## config.mk

```make
export PLATFORM = sky130hd
export DESIGN_NAME = nbuf_scratchpad
export DESIGN_NICKNAME = d
export VERILOG_FILES = /design/src/rtl/nbuf_pkg.sv /design/src/rtl/nbuf_ptr.sv /design/src/rtl/nbuf_decode.sv /design/src/rtl/nbuf_arb.sv /design/src/rtl/nbuf_bank.sv /design/src/rtl/nbuf_scratchpad.sv
export SDC_FILE = /design/constraint.sdc
export NUM_CORES = 1
export LEC_CHECK = 0
export BUFFER_PORTS_ARGS = -buffer_cell sky130_fd_sc_hd__buf_2
export CORE_MARGIN = 1
export CORE_UTILIZATION = 53
export CTS_BUF_LIST = sky130_fd_sc_hd__clkbuf_4 sky130_fd_sc_hd__clkbuf_8
export CTS_CLUSTER_DIAMETER = 50
export DETAILED_ROUTE_END_ITERATION = 6
export GPL_TIMING_DRIVEN = 0
export HOLD_SLACK_MARGIN = 0.08
export MAX_ROUTING_LAYER = met4
export PLACE_DENSITY = 0.76
export SYNTH_ARGS = -nofsm -noshare
export SYNTH_HDL_FRONTEND = slang
export SYNTH_SLANG_ARGS = --single-unit
```

## constraint.sdc

```tcl
create_clock -name clk -period 3.4 [get_ports clk]
set_input_delay 0.51 -clock clk [delete_from_list [all_inputs] [get_ports clk]]
set_output_delay 0.51 -clock clk [all_outputs]
set_load 0.1 [all_outputs]
```

## src/rtl/nbuf_pkg.sv

```systemverilog
package nbuf_pkg;
  typedef enum logic {
    DEC_BLOCK  = 1'b0,
    DEC_CYCLIC = 1'b1
  } dec_mode_e;
endpackage

```

## src/rtl/nbuf_ptr.sv

```systemverilog
// Ring index that steps once per done pulse.
module nbuf_ptr #(
  parameter int NBUF = 3,
  parameter int BUFW = 2,
  parameter int INIT = 0
) (
  input  logic            clk,
  input  logic            rst,
  input  logic            adv,
  output logic [BUFW-1:0] idx
);
  always_ff @(posedge clk) begin
    if (rst)
      idx <= BUFW'(INIT);
    else if (adv)
      idx <= (idx == BUFW'(NBUF - 1)) ? '0 : idx + 1'b1;
  end
endmodule

```

## src/rtl/nbuf_decode.sv

```systemverilog
// Splits one logical address into bank number and in-bank offset.
module nbuf_decode
  import nbuf_pkg::*;
#(
  parameter int AW  = 4,
  parameter int BKW = 2
) (
  input  dec_mode_e          mode,
  input  logic [AW-1:0]      addr,
  output logic [BKW-1:0]     bank,
  output logic [AW-BKW-1:0]  off
);
  always_comb begin
    if (mode == DEC_CYCLIC) begin
      bank = addr[BKW-1:0];
      off  = addr[AW-1:BKW];
    end else begin
      bank = addr[AW-1:AW-BKW];
      off  = addr[AW-BKW-1:0];
    end
  end
endmodule

```

## src/rtl/nbuf_arb.sv

```systemverilog
// Fixed-priority bank arbiter: the lowest lane wins each bank.
module nbuf_arb #(
  parameter int LANES = 2,
  parameter int BANKS = 4,
  parameter int BKW   = 2,
  parameter int LW    = 1
) (
  input  logic [LANES-1:0]     req,
  input  logic [LANES*BKW-1:0] bank,
  output logic [LANES-1:0]     grant,
  output logic [BANKS-1:0]     act,
  output logic [BANKS*LW-1:0]  sel,
  output logic                 conflict
);
  always_comb begin
    act = '0;
    sel = '0;
    for (int b = 0; b < BANKS; b++) begin
      for (int l = LANES - 1; l >= 0; l--) begin
        if (req[l] && bank[l*BKW +: BKW] == BKW'(b)) begin
          act[b]         = 1'b1;
          sel[b*LW +: LW] = LW'(l);
        end
      end
    end
    for (int l = 0; l < LANES; l++) begin
      grant[l] = req[l] && (sel[bank[l*BKW +: BKW]*LW +: LW] == LW'(l));
    end
    conflict = |(req & ~grant);
  end
endmodule

```

## src/rtl/nbuf_bank.sv

```systemverilog
// One simple dual-port bank, written for block RAM inference.
module nbuf_bank #(
  parameter int DW    = 16,
  parameter int DEPTH = 12,
  parameter int BAW   = 4
) (
  input  logic           clk,
  input  logic           we,
  input  logic [BAW-1:0] waddr,
  input  logic [DW-1:0]  wdata,
  input  logic           re,
  input  logic [BAW-1:0] raddr,
  output logic [DW-1:0]  rdata
);
  logic [DW-1:0] mem [DEPTH];

  always_ff @(posedge clk) begin
    if (we)
      mem[waddr] <= wdata;
    if (re)
      rdata <= mem[raddr];
  end
endmodule

```

## src/rtl/nbuf_scratchpad.sv

```systemverilog
module nbuf_scratchpad
  import nbuf_pkg::*;
#(
  parameter int LANES     = 2,
  parameter int BANKS     = 4,
  parameter int NBUF      = 3,
  parameter int BUF_WORDS = 16,
  parameter int DW        = 16,
  localparam int AW       = $clog2(BUF_WORDS),
  localparam int BUFW     = (NBUF > 1) ? $clog2(NBUF) : 1
) (
  input  logic                clk,
  input  logic                rst,
  input  logic                cfg_we,
  input  logic                cfg_mode,
  input  logic                prod_done,
  input  logic                cons_done,
  input  logic [LANES-1:0]    wr_en,
  input  logic [LANES*AW-1:0] wr_addr,
  input  logic [LANES*DW-1:0] wr_data,
  input  logic [LANES-1:0]    rd_en,
  input  logic [LANES*AW-1:0] rd_addr,
  output logic [LANES*DW-1:0] rd_data,
  output logic [LANES-1:0]    rd_valid,
  output logic                wr_blocked,
  output logic                wr_conflict,
  output logic                rd_conflict,
  output logic [BUFW-1:0]     wr_buf,
  output logic [BUFW-1:0]     rd_buf
);
  localparam int BKW   = $clog2(BANKS);
  localparam int OFW   = AW - BKW;
  localparam int SLOTS = BUF_WORDS / BANKS;
  localparam int DEPTH = NBUF * SLOTS;
  localparam int BAW   = $clog2(DEPTH);
  localparam int LW    = (LANES > 1) ? $clog2(LANES) : 1;

  dec_mode_e mode_q;
  always_ff @(posedge clk) begin
    if (rst)
      mode_q <= DEC_BLOCK;
    else if (cfg_we)
      mode_q <= dec_mode_e'(cfg_mode);
  end

  nbuf_ptr #(.NBUF(NBUF), .BUFW(BUFW), .INIT(0)) u_wptr (
    .clk(clk), .rst(rst), .adv(prod_done), .idx(wr_buf));
  nbuf_ptr #(.NBUF(NBUF), .BUFW(BUFW), .INIT(NBUF - 1)) u_rptr (
    .clk(clk), .rst(rst), .adv(cons_done), .idx(rd_buf));

  // Per-lane address decode for both ports.
  logic [LANES*BKW-1:0] w_bank, r_bank;
  logic [LANES*OFW-1:0] w_off, r_off;
  for (genvar l = 0; l < LANES; l++) begin : g_dec
    nbuf_decode #(.AW(AW), .BKW(BKW)) u_wdec (
      .mode(mode_q), .addr(wr_addr[l*AW +: AW]),
      .bank(w_bank[l*BKW +: BKW]), .off(w_off[l*OFW +: OFW]));
    nbuf_decode #(.AW(AW), .BKW(BKW)) u_rdec (
      .mode(mode_q), .addr(rd_addr[l*AW +: AW]),
      .bank(r_bank[l*BKW +: BKW]), .off(r_off[l*OFW +: OFW]));
  end

  // The buffer held by the consumer is closed to the producer.
  logic             blocked_now;
  logic [LANES-1:0] w_req;
  assign blocked_now = (wr_buf == rd_buf);
  assign w_req       = blocked_now ? '0 : wr_en;

  logic [LANES-1:0]    w_grant, r_grant;
  logic [BANKS-1:0]    w_act, r_act;
  logic [BANKS*LW-1:0] w_sel, r_sel;
  logic                w_conf, r_conf;

  nbuf_arb #(.LANES(LANES), .BANKS(BANKS), .BKW(BKW), .LW(LW)) u_warb (
    .req(w_req), .bank(w_bank), .grant(w_grant), .act(w_act),
    .sel(w_sel), .conflict(w_conf));
  nbuf_arb #(.LANES(LANES), .BANKS(BANKS), .BKW(BKW), .LW(LW)) u_rarb (
    .req(rd_en), .bank(r_bank), .grant(r_grant), .act(r_act),
    .sel(r_sel), .conflict(r_conf));

  logic [BAW-1:0] w_base, r_base;
  assign w_base = BAW'(wr_buf) * BAW'(SLOTS);
  assign r_base = BAW'(rd_buf) * BAW'(SLOTS);

  logic [BANKS*DW-1:0] bank_q;
  for (genvar b = 0; b < BANKS; b++) begin : g_bank
    logic [LW-1:0]  ws, rs;
    logic [BAW-1:0] wa, ra;
    assign ws = w_sel[b*LW +: LW];
    assign rs = r_sel[b*LW +: LW];
    assign wa = w_base + BAW'(w_off[ws*OFW +: OFW]);
    assign ra = r_base + BAW'(r_off[rs*OFW +: OFW]);
    nbuf_bank #(.DW(DW), .DEPTH(DEPTH), .BAW(BAW)) u_bank (
      .clk(clk), .we(w_act[b]), .waddr(wa), .wdata(wr_data[ws*DW +: DW]),
      .re(r_act[b]), .raddr(ra), .rdata(bank_q[b*DW +: DW]));
  end

  // Registered side of the read path and the status flags.
  logic [LANES*BKW-1:0] r_bank_q;
  always_ff @(posedge clk) begin
    if (rst) begin
      rd_valid    <= '0;
      r_bank_q    <= '0;
      wr_blocked  <= 1'b0;
      wr_conflict <= 1'b0;
      rd_conflict <= 1'b0;
    end else begin
      rd_valid    <= r_grant;
      r_bank_q    <= r_bank;
      wr_blocked  <= blocked_now && (|wr_en);
      wr_conflict <= w_conf;
      rd_conflict <= r_conf;
    end
  end

  for (genvar l = 0; l < LANES; l++) begin : g_rout
    assign rd_data[l*DW +: DW] = bank_q[r_bank_q[l*BKW +: BKW]*DW +: DW];
  end
endmodule

```

==> metrics.md, run 1 <==
| Metric | Value |
|---|---|
| CTS Buffer Depth | 3 |
| Kind of critical path | reg2reg |
| Async SR Flop Fraction | 0 |
| DRC errors left | 5 |
| Register area share after synthesis | 0.7159 |
| Failing checks | design-rule violations, negative setup slack |
| Warnings from Yosys | 0 |
| Fin Clk Skew | 29.91 ps |
| Fin. max-slew vios | 0 |
| Mean Syn Cell Area | 15.72 um2 |
| Reg-to-Reg End | g_bank[3].u_bank.mem[5][1] |
| Slew @ Worst Pin | 1069 ps |
| Fraction of layout cells with a size suffix above 1 | 0.2524 |
| Dpl ws | -1006 ps |
| CP startpoint kind | flop |
| Core Area | 65860 um2 |
| Max cap viols | 0 |
| Final worst-path cycle share | 1.046 |
| Count of different cell masters after synthesis | 65 |
| Hold EP | r_bank_q[2] |
| Cell Pwr Density | 575.7 nW/um2 |
| Largest net degree at the start of global routing | 17 |
| NumNets Final | 2609 |
| Final Total Pwr | 23790 uW |
| First-pass GRT wire length | 138800 um |
| Arr. time, crit path | 4050 ps |
| Syn Std Cell Area | 35290 um2 |
| Initial core utilization | 0.5358 |
| CTS tree | done |
| CTS Sinks | 846 |
| Final cell count without fillers | 3533 |
| Final worst slack | -156.0 ps |
| Worst-path cell with the longest stage delay | o32ai_2 |
| Routed Antenna Nets | 0 |
| Maximum clock rate | 0.2812 GHz |
| Hold path depth | 3 |
| Chip height | 260.0 um |
| Worst-path fanout max | 14 |
| Peak VDD IR | 0.3885 mV |
| Run status | finished with violations |
| Leak Pwr | 0.01437 uW |
| Worst hold-check path type | in2reg |
| CP Capture Type | flop |
| Setup TNS | -6476 ps |
| Synthesized Nets | 2303 |
| CP required | 3900 ps |
| Port Buf Inserts | 94 |
| Reg2Reg Depth | 11 |
| Synth area leaders | edfxtp_1 (71%), mux2i_1 (8.6%), nand2_1 (2.7%), mux2_2 (2.3%), mux4_2 (2.0%) |
| Hold_sp | rd_addr[4] |
| Placed insts | 3227 |
| Post-synth EDFFs | 832 |
| Final Hold Viols | 0 |
| R2R Path Start | mode_q |
| RSZ-0062 raised after global routing | yes |
| WL/cell | 27.22 um |
| Top-area cell type share of the netlist area | 0.7080 |
| Largest area contributor in the netlist | edfxtp_1 |
| DP HPWL | 66600 um |
| Reg2reg setup slack | -160 ps |
| Final Wtd Congestion | 0.9795 |
| Post-synth top flop | edfxtp_1 |
| Clk root buf | clkbuf_8 |
| Initial antenna violation count | 11 |
| Yosys reg bits | 846 |
| Routed vias/inst | 6.286 |
| Row Count | 94 |
| Initial DRC count | 2967 |
| Most frequent cell after synthesis | edfxtp_1 |
| Top-Level Pins | 99 |
| Global Route Usage Sum | 0.2955 |
| Post-synthesis cell count | 2245 |
| Die X | 260.0 um |
| CP cell instances | buf_6 > buf_6 > buf_8 > clkbuf_4 > buf_2 > buf_2 > nand2_1 > o32ai_2 > mux2i_2 > nor2_2 > buf_8 |
| Die area | 67620 um2 |
| Number of global-route vias before repair | 21900 |
| Slowest cell delay on critical path | 520 ps |
| Clock transition at the registers of the reported paths | 60 ps |
| Hold WS | 181.4 ps |
| Grt ovf | 0 |
| First drt pass iteration count | 7 |
| Syn-to-layout area delta | 17.10% |
| H-tree Lvls | 4 |
| Crit path time final | 3556 ps |
| Detailed-route via count | 22210 |
| Final setup fails | 142 |
| Total CTS buffers | 137 |
| Slew margin rel. | 0.2862 |
| Worst skew pair latency | 820 ps |
| Total wire length | 96160 um |
| Most instantiated cells after synthesis | edfxtp_1 (832), mux2i_1 (304), nand2_1 (251), o22ai_1 (100), nor2_1 (84) |
## cells in the final DEF, fill, tap and decap left out, types with 25 or more instances in the layout
master | Yosys | routed
clkbuf_4 | 0 | 47
nand3_1 | 40 | 40
nor2_1 | 84 | 36
mux2i_1 | 304 | 287
clkbuf_8 | 0 | 142
edfxtp_1 | 832 | 832
or3_1 | 46 | 42
o21ai_0 | 68 | 64
o22ai_1 | 100 | 100
buf_12 | 0 | 25
a21oi_1 | 50 | 49
buf_2 | 52 | 139
buf_4 | 12 | 25
nand2_1 | 251 | 251
nor2_4 | 0 | 43
mux2_2 | 73 | 73
clkbuf_1 | 48 | 33
mux4_2 | 32 | 32
## timing repair
action | 4_1_cts | 5_1_grt
hold buffers | 14 | 0
hold endpoints to repair | 13 | 0
pin swaps | 18 | 15
buffers inserted | 27 | 11
endpoints found under the setup margin | 768 | 564
gates resized for setup | 91 | 41
## through the flow
step | util | area [um2]
finish | 0.6274 | 41320
global route | 0.6273 | 41320
CTS | 0.6219 | 40960
detailed placement | 0.5670 | 37350
global placement | 0.5596 | 36860
floorplan | - | 35310
## layer usage
layer	track usage	vias to the layer above	part of all wire	wire (um)
li1	-	9480	-	-
met1	0.3681	11020	0.37	35230
met2	0.4330	1454	0.46	44140
met3	0.1065	258	0.13	12930
met4	0.1327	0	0.040	3865
met5	-	-	0	0
## logic make-up after synthesis
group,after synthesis,share of synthesized area
AOI/OAI and AO/OA,357,0.06899
xor gates and xnor gates,3,0.0007447
buffers and inverters,139,0.02120
DFF,846,0.7159
muxes,409,0.1299
and+or+nand+nor,491,0.06322
## power by group
part	internal [uW]	switching, uW
registers	11800	108
logic	939	2220
clock network	4680	4040
total	17400	6370
## cell type report
| cell class | count | area [um2] |
|---|---|---|
| diodes | 15 | 37.54 |
| inverters | 6 | 22.52 |
| multi-input cells | 1260 | 9821 |
| clock inverters | 58 | 436.7 |
| flip-flops and latches | 846 | 25270 |
| plain buffers | 130 | 769.5 |
| fillers | 4528 | 24540 |
| repair buffers | 170 | 1619 |
| well taps | 864 | 1081 |
| clock buffers | 184 | 2270 |
## worst max-delay path: cells and delay by family (launching register included)
| kind | cells | cell delay, ps |
|---|---|---|
| buffers and inverters | 7 | 1590 |
| AO/OA/AOI/OAI | 1 | 520 |
| AND/OR/NAND/NOR | 2 | 490 |
| multiplexers | 1 | 330 |
| flip-flops | 1 | 320 |
## registers in the layout, summed over array words and instances (netlist names)
register / flops
g_bank.u_bank.mem: 768
g_bank.u_bank.rdata: 64
r_bank_q: 4
rd_valid: 2
u_rptr.idx: 2
u_wptr.idx: 2
mode_q: 1
rd_conflict: 1
wr_blocked: 1
wr_conflict: 1
## how the worst max path moves through the flow
stage	start	to	slack (ps)	cells after the start
3_3_place_gp	mode_q	g_bank[1].u_bank.mem[6][7]	-1130	10
5_1_grt	mode_q	g_bank[3].u_bank.mem[5][1]	-160	11
3_5_place_dp	mode_q	g_bank[2].u_bank.mem[6][9]	-1010	10
6_report	mode_q	g_bank[3].u_bank.mem[5][1]	-160	11
4_1_cts	mode_q	g_bank[2].u_bank.mem[10][1]	-5	11
2_1_floorplan	u_rptr.idx[1]	g_bank[3].u_bank.mem[3][0]	-170	8
Power figures use the tool's default switching activity.
==> inputs of run 2 (changes only) <==
--- a/config.mk
+++ b/config.mk
@@ -6,15 +6,17 @@
 export NUM_CORES = 1
 export LEC_CHECK = 0
 export BUFFER_PORTS_ARGS = -buffer_cell sky130_fd_sc_hd__buf_2
+export CELL_PAD_IN_SITES_DETAIL_PLACEMENT = 0
+export CELL_PAD_IN_SITES_GLOBAL_PLACEMENT = 1
 export CORE_MARGIN = 1
-export CORE_UTILIZATION = 53
+export CORE_UTILIZATION = 50
 export CTS_BUF_LIST = sky130_fd_sc_hd__clkbuf_4 sky130_fd_sc_hd__clkbuf_8
 export CTS_CLUSTER_DIAMETER = 50
 export DETAILED_ROUTE_END_ITERATION = 6
 export GPL_TIMING_DRIVEN = 0
 export HOLD_SLACK_MARGIN = 0.08
 export MAX_ROUTING_LAYER = met4
-export PLACE_DENSITY = 0.76
+export PLACE_DENSITY = 0.82
 export SYNTH_ARGS = -nofsm -noshare
 export SYNTH_HDL_FRONTEND = slang
 export SYNTH_SLANG_ARGS = --single-unit
==> run 2 against run 1 <==
Net effect: the run ends with design-rule violations left; critical path depth did not move; sequential share of layout area increased by 0.11 points; clock power is 1% lower; largest power group unchanged; largest cell class unchanged.
==> metrics.md, run 2 (synthesized netlist as in run 1, its figures left out) <==
| Metric | Value |
|---|---|
| Final Hold Viols | 0 |
| Die area | 71650 um2 |
| Initial antenna violation count | 12 |
| Initial DRC count | 2769 |
| Fin. max-slew vios | 0 |
| Chip height | 267.7 um |
| Arr. time, crit path | 3860 ps |
| Total CTS buffers | 139 |
| DP HPWL | 67760 um |
| Fraction of layout cells with a size suffix above 1 | 0.2501 |
| Hold WS | 153.3 ps |
| CTS Sinks | 846 |
| Worst-path cell with the longest stage delay | o32ai_2 |
| Largest net degree at the start of global routing | 17 |
| Worst skew pair latency | 800 ps |
| Maximum clock rate | 0.2957 GHz |
| Worst hold-check path type | in2reg |
| Setup TNS | 0 ps |
| Reg-to-Reg End | g_bank[3].u_bank.mem[10][11] |
| Hold_sp | rd_addr[2] |
| CP Capture Type | flop |
| Most frequent cells in the layout | edfxtp_1 (832), mux2i_1 (286), nand2_1 (249), buf_2 (142), clkbuf_8 (142) |
| Reg2reg setup slack | 20 ps |
| Slew @ Worst Pin | 1280 ps |
| Leak Pwr | 0.01429 uW |
| Core Area | 69910 um2 |
| Top-Level Pins | 99 |
| RSZ-0062 raised after global routing | yes |
| Routed Antenna Nets | 0 |
| Final setup fails | 0 |
| CTS tree | done |
| Placed insts | 3296 |
| Worst-path fanout max | 14 |
| Detailed-route via count | 21980 |
| Crit path time final | 3382 ps |
| Reg2Reg Depth | 11 |
| Row Count | 97 |
| Clock transition at the registers of the reported paths | 70 ps |
| Final Wtd Congestion | 0.9893 |
| Failing checks | design-rule violations |
| Hold EP | r_bank_q[0] |
| First drt pass iteration count | 7 |
| Clk root buf | clkbuf_8 |
| Kind of critical path | reg2reg |
| Fillers | 5321 |
| Fin Clk Skew | 30.15 ps |
| First-pass GRT wire length | 139500 um |
| Run status | finished with violations |
| Final cell count without fillers | 3601 |
| Syn-to-layout area delta | 16.88% |
| Register area | 25260 um2 |
| CP startpoint kind | flop |
| CP cell instances | buf_6 > buf_6 > buf_8 > clkbuf_4 > buf_2 > buf_2 > nand2_1 > o32ai_2 > mux2i_1 > nor2_2 > buf_8 |
| CTS Buffer Depth | 3 |
| Cell Pwr Density | 575.0 nW/um2 |
| Max cap viols | 0 |
| Grt ovf | 0 |
| Largest register FFs | 768 |
| Die X | 267.7 um |
| Final worst-path cycle share | 0.9947 |
| NumNets Final | 2601 |
| H-tree Lvls | 4 |
| Top reg by flops | g_bank.u_bank.mem |
| Peak VDD IR | 0.3555 mV |
| Commonest non-fill, non-tap cell in the layout | edfxtp_1 |
| DRC errors left | 3 |
| Slew margin rel. | 0.1435 |
| Global Route Usage Sum | 0.2808 |
| CP required | 3880 ps |
| Final Total Pwr | 23720 uW |
| R2R Path Start | mode_q |
| Initial core utilization | 0.5048 |
| Number of global-route vias before repair | 21150 |
| Port Buf Inserts | 94 |
| Routed vias/inst | 6.103 |
| Area taken by multi-input logic gates | 9796 um2 |
| Top Registers | g_bank.u_bank.mem (768), g_bank.u_bank.rdata (64), r_bank_q (4) |
| WL/cell | 26.95 um |
| Total wire length | 97060 um |
| Hold path depth | 3 |
| Slowest cell delay on critical path | 380 ps |
[run 2: how the worst max path moves through the flow]
stage | startpoint | end | slack (ps) | cells past startpoint
floorplan | u_rptr.idx[1] | g_bank[3].u_bank.mem[3][0] | -170 | 8
global placement | mode_q | g_bank[1].u_bank.mem[6][8] | -1110 | 10
detailed placement | mode_q | g_bank[0].u_bank.mem[11][7] | -1000 | 10
CTS | mode_q | g_bank[1].u_bank.rdata[12] | -40 | 10
global route | mode_q | g_bank[3].u_bank.mem[10][11] | -80 | 11
finish | mode_q | g_bank[3].u_bank.mem[10][11] | 20 | 11
[run 2: cell type report]
class / instances / share of cell area
repair buffers: 160 / 0.03664
inverters: 6 / 0.0005460
multi-input cells: 1260 / 0.2375
clock buffers: 190 / 0.05612
plain buffers: 130 / 0.01853
well taps: 940 / 0.02851
diodes: 10 / 0.0006067
flip-flops and latches: 846 / 0.6125
clock inverters: 59 / 0.009070
[run 2: what timing repair did]
action,in CTS,in global routing
endpoints found under the setup margin,779,537
setup buffers,24,15
hold endpoints to repair,12,0
hold buffers,10,0
pin swaps,21,14
resized for setup,84,50
[run 2: per-layer routing]
layer	up-vias	wire length (um)	global-route usage
met2	1260	44260	0.4121
met1	11090	39330	0.3847
li1	9455	-	-
met4	0	2768	0.09745
met3	169	10710	0.06657
met5	-	0	-
[run 2: metrics by stage]
stage / utilization / setup slack [ps] / instance area [um2]
final: 0.5900 / 18.06 / 41250
after global routing: 0.5899 / -83.08 / 41240
after CTS: 0.5839 / -41.40 / 40820
after detailed placement: 0.5332 / -1001 / 37280
after global placement: 0.5286 / -1115 / 36950
after floorplan: - / -168.3 / 35310
[run 2: where the power goes]
part / leakage [uW] / switching (uW) / internal (uW)
clock network: 0.00142 / 4030 / 4600
registers: 0.00763 / 87.8 / 11800
logic: 0.00524 / 2270 / 930
total: 0.0143 / 6390 / 17300
[run 2: worst max-delay path: cells and delay by family (launching register included)]
kind | cells | cell delay, ps
compound gates | 1 | 380
buf+inv | 7 | 1520
flops | 1 | 320
mux | 1 | 330
simple gates | 2 | 480
